## config.mk

```make
export PLATFORM = sky130hd
export DESIGN_NAME = csu_unit
export DESIGN_NICKNAME = d
export VERILOG_FILES = /design/src/rtl/csu_pkg.sv /design/src/rtl/csu_cond.sv /design/src/rtl/csu_arith.sv /design/src/rtl/csu_flagreg.sv /design/src/rtl/csu_unit.sv
export SDC_FILE = /design/constraint.sdc
export NUM_CORES = 1
export LEC_CHECK = 0
export BUFFER_PORTS_ARGS = -buffer_cell sky130_fd_sc_hd__buf_2
export CAP_MARGIN = 20
export CORE_MARGIN = 2
export CORE_UTILIZATION = 51
export DETAILED_ROUTE_END_ITERATION = 6
export GPL_TIMING_DRIVEN = 0
export PLACE_DENSITY = 0.84
export SLEW_MARGIN = 20
export SYNTH_ARGS = -nofsm -noshare
export SYNTH_HDL_FRONTEND = slang
export SYNTH_SLANG_ARGS = --single-unit
```

## constraint.sdc

```tcl
create_clock -name clk -period 4 [get_ports clk]
set_clock_uncertainty 0.05 [all_clocks]
set_input_delay 0 -clock clk [delete_from_list [all_inputs] [get_ports clk]]
set_output_delay 0 -clock clk [all_outputs]
set_load 0.005 [all_outputs]
```

## src/rtl/csu_pkg.sv

```systemverilog
package csu_pkg;

   typedef enum logic [2:0] {
      OP_CADD  = 3'd0,
      OP_CADDZ = 3'd1,
      OP_CSUB  = 3'd2,
      OP_CSUBZ = 3'd3,
      OP_SEL   = 3'd4,
      OP_SELZ  = 3'd5
   } csu_op_e;

   typedef struct packed {
      logic sav;
      logic av;
      logic sv;
      logic v;
   } csu_flags_t;

endpackage

```

## src/rtl/csu_cond.sv

```systemverilog
module csu_cond #(
   parameter int W = 32
) (
   input  logic [W-1:0] cond,
   input  logic         zero_sense,
   output logic         hit
);
   logic is_zero;

   assign is_zero = (cond == '0);
   assign hit     = zero_sense ? is_zero : !is_zero;
endmodule

```

## src/rtl/csu_arith.sv

```systemverilog
module csu_arith #(
   parameter int W            = 32,
   parameter bit SHARED_ADDER = 1'b1
) (
   input  logic [W-1:0] a,
   input  logic [W-1:0] b,
   input  logic         sub,
   output logic [W-1:0] res,
   output logic         ov,
   output logic         aov
);
   localparam int MSB = W - 1;

   generate
      if (SHARED_ADDER) begin : g_shared
         logic [W-1:0] b_eff;
         assign b_eff = sub ? ~b : b;
         assign res   = a + b_eff + {{(W-1){1'b0}}, sub};
      end else begin : g_split
         logic [W-1:0] sum_v;
         logic [W-1:0] dif_v;
         assign sum_v = a + b;
         assign dif_v = a - b;
         assign res   = sub ? dif_v : sum_v;
      end
   endgenerate

   logic sign_moved;
   logic signs_differ;

   assign sign_moved   = res[MSB] ^ a[MSB];
   assign signs_differ = a[MSB] ^ b[MSB];
   assign ov           = sign_moved & (sub ? signs_differ : !signs_differ);
   assign aov          = res[MSB] ^ res[MSB-1];
endmodule

```

## src/rtl/csu_flagreg.sv

```systemverilog
module csu_flagreg
   import csu_pkg::*;
(
   input  logic       clk,
   input  logic       rst,
   input  logic       upd,
   input  logic       ov,
   input  logic       aov,
   output csu_flags_t q
);
   always_ff @(posedge clk) begin
      if (rst) begin
         q <= '0;
      end else if (upd) begin
         q.v   <= ov;
         q.av  <= aov;
         q.sv  <= q.sv | ov;
         q.sav <= q.sav | aov;
      end
   end
endmodule

```

## src/rtl/csu_unit.sv

```systemverilog
module csu_unit
   import csu_pkg::*;
#(
   parameter int W            = 32,
   parameter bit SHARED_ADDER = 1'b1
) (
   input  logic         clk,
   input  logic         rst,
   input  logic         en,
   input  logic [2:0]   op,
   input  logic [W-1:0] opa,
   input  logic [W-1:0] opb,
   input  logic [W-1:0] cond,
   output logic [W-1:0] result,
   output logic [3:0]   flags
);
   generate
      if (W < 2) begin : g_bad_width
         $error("csu_unit: W must be at least 2");
      end
   endgenerate

   logic         is_arith;
   logic         is_sel;
   logic         hit;
   logic         upd;
   logic         ov;
   logic         aov;
   logic [W-1:0] ares;
   csu_flags_t   fq;

   assign is_arith = (op[2] == 1'b0);
   assign is_sel   = (op == OP_SEL) || (op == OP_SELZ);

   csu_cond #(.W(W)) u_cond (
      .cond       (cond),
      .zero_sense (op[0]),
      .hit        (hit)
   );

   csu_arith #(.W(W), .SHARED_ADDER(SHARED_ADDER)) u_arith (
      .a   (opa),
      .b   (opb),
      .sub (op[1]),
      .res (ares),
      .ov  (ov),
      .aov (aov)
   );

   always_comb begin
      if (is_arith)
         result = hit ? ares : opa;
      else if (is_sel)
         result = hit ? opa : opb;
      else
         result = opa;
   end

   assign upd = en && is_arith && hit;

   csu_flagreg u_flags (
      .clk (clk),
      .rst (rst),
      .upd (upd),
      .ov  (ov),
      .aov (aov),
      .q   (fq)
   );

   assign flags = fq;
endmodule

```

==> run metrics <==
Post CTS Setup Buffer Count 0; main combinational cell family by area after synthesis compound AO/OA/AOI/OAI gates; Core Rows 29; CP max-delay cell clkbuf_1; Slew Viols, Final 0; layout cells sized above 1 24.7%; relative slew slack 44.3%; clk root buf clkbuf_8; setup TNS 0 ns; CP Data Arrival Time around 3.7 ns; vias per inst approximately 6.3; Max Root-Sink Buffers 2; ANT nets after route 0; family with the most delay on the worst path compound AO/OA/AOI/OAI gates; Clock transition at path regs about 0.030 ns; Tmin final between 3 and 4 ns; Initial DRC Count approximately 290; commonest cells after routing, fill and taps aside buf_2, nand2_1, nor2_1; Clock Sinks 4; worst endpoint required time a little under 4 ns; Final Worst Setup Slack between 0.2 and 0.3 ns; Routed WL per cell about 17 um; final period utilization between 90 and 100%; Setup WS pre-CTS -0.282 ns; ANT cells 0; Worst path max stage delay 0.67 ns; DR DRC count 0; synthesized-area fraction occupied by adder cells a little under an eighth; RD Place Congestion approximately 0.99; peak supply drop approximately 0.22 mV; # setup viols final 0; Cells after DPL ~730; CP max FO 12; Most flops, register u_flags.q; Finished Cell Area 0.00419 mm2; Post-Synth XOR/XNOR Area between 10% and 20%; Post-Syn Area approximately 0.0034 mm2; commonest non-fill, non-tap cell in the layout buf_2; PortBufs 137; crit start category input pin; fin cells roughly 740; Vias around 4,600; worst path bufs/invs 3; post-synth top area cell xor2_1; Area contributors post-synth xor2_1, ha_1, nand2_1; # IOs 138; gr ovfl total 0; FMAX 270 MHz; Die Height 85.1 um; final net count about 800; endpoints failing hold 0; core footprint ~0.0063 mm2; Initial Utilization 52.8%; P per Cell Area approximately 220 mW/mm2; Worst Reg-to-Reg Cells 2; Main synth FF type dfxtp_1; synthesized flop and latch total 4; post-synthesis mux area share 1.01%; die area approximately 0.0072 mm2; compound-cell area share of the yosys netlist about a third; measured slew at the worst slew-check pin 0.835 ns; WP depth 14; MaxCap Viol Count 0; pin count of the biggest net entering global routing 11; worst hold path depth 3; Area Growth Syn to Fin 24.9%; vias in the first global route between 4,000 and 5,000; Ys Warns 0; clk_lat worst skew around 0.22 ns; max reg flops 4; EDFF count, synth 0; synth unique cells between 60 and 70; global-route wire length before repair 19,700 um; overall routing resource usage between 30% and 40%; Syn Nets ~650; placed cell areas about 0.0041 mm2; Cell Chain, Critical Path buf_2 > clkbuf_1 > xor2_1 > ha_1 > a21oi_1 > o21ai_0 > a221o_1 > a21oi_1 > o21a_2 > o21ai_2 > nor4b_1 > or4_1 > o311ai_0 > buf_2; register area share after synthesis approximately 2.4%; worst setup path category input pin to output port; RSZ-0062 raised after global routing false; run status complete, no violations; CTS tree built; simple-gate share of the synthesized area around 29%; synthesized area per cell about 6.4 um2; area share of the largest cell type after synthesis 11.5%; critical path endpoint category output port; Die W ~85 um; Cells after Synth 520; antenna violations before repair 0; CTS H-Tree Depth 1; asr flop ratio synth 0%; Leak between 1.5 and 2 nW; dpl hpwl approximately 9800 um; drt total wl roughly 12,000 um; total CTS buffers 3; biggest regs u_flags.q x4; DRT Pass-1 Iters 5; Hold Crit Class input pin to flip-flop
## cells by family after synthesis
| family | count (synthesis) |
|---|---|
| buffers and inverters | 42 |
| flip-flops | 4 |
| AND/OR/NAND/NOR | 209 |
| adder cells (fa/ha/maj) | 31 |
| AO/OA/AOI/OAI | 172 |
| XOR/XNOR | 59 |
| multiplexers | 3 |
## worst reg2reg max path, stage by stage (launching register included)
cell	delay, ns
dfxtp_1	0.34
nand3b_1	0.10
o31ai_1	0.07
## power by group
group | switching (W) | total [W] | leakage [nW] | internal, W
Combinational | 0.000461 | 0.000806 | 1.93 | 0.000345
Clock | 0.0000207 | 0.0000848 | 0.0216 | 0.0000641
Sequential | 0.00000169 | 0.0000447 | 0.0324 | 0.0000430
## cell usage after synthesis (5+ instances only)
cell      count
nand2_1      93
xnor2_1      14
a31oi_1      21
a211oi_1     20
nor2_1       48
xor2_1       44
nor4_1       10
a32oi_1       7
a21o_1       14
o21ai_0      16
nor3_1        9
nand2b_1      6
nand4b_1      5
and2_1        5
inv_1        13
a21oi_1      48
clkbuf_1     22
ha_1         30
o21bai_1      7
## worst paths after layout
check,from,end,slack (ns)
setup / recovery,op[1],result[31],0.30
hold / removal,en,u_flags.q[3]$_SDFFE_PP0P_,0.10
setup reg to reg,u_flags.q[2]$_SDFFE_PP0P_,u_flags.q[2]$_SDFFE_PP0P_,3.36
hold reg to reg,u_flags.q[1]$_SDFFE_PP0P_,u_flags.q[1]$_SDFFE_PP0P_,0.41
## through the flow
step	total power (W)	hold WS (ns)	utilization [%]
floorplan	0.000593	0.0178	-
global route	0.00102	0.128	65.9
finish	0.000936	0.105	65.9
global placement	0.000812	0.165	65.1
CTS	0.000922	0.102	66.0
detailed placement	0.000830	0.184	65.1
## final cells by class
type                            instances  area [um2]
Multi-Input combinational cell        474        3100
Fill cell                             630        2160
Timing Repair Buffer                  138         696
Buffer                                 28         123
Tap cell                               77        96.3
Sequential cell                         4        80.1
Inverter                               13        48.8
Clock buffer                            3        41.3
## routing by layer
metal	vias to the layer above	share of wire, %	global-route usage, %
met1	2133	42	43.2
met5	-	0	0
met3	27	8.4	3.31
li1	2187	-	-
met4	0	2.1	9.67
met2	263	47	56.8
## timing repair
item | in CTS | in global routing
hold buffers | 1 | 0
resized for setup | 2 | 0
endpoints found under the setup margin | 4 | 14
endpoints found under the hold margin | 4 | 0
(Power assumes the default switching activity.)
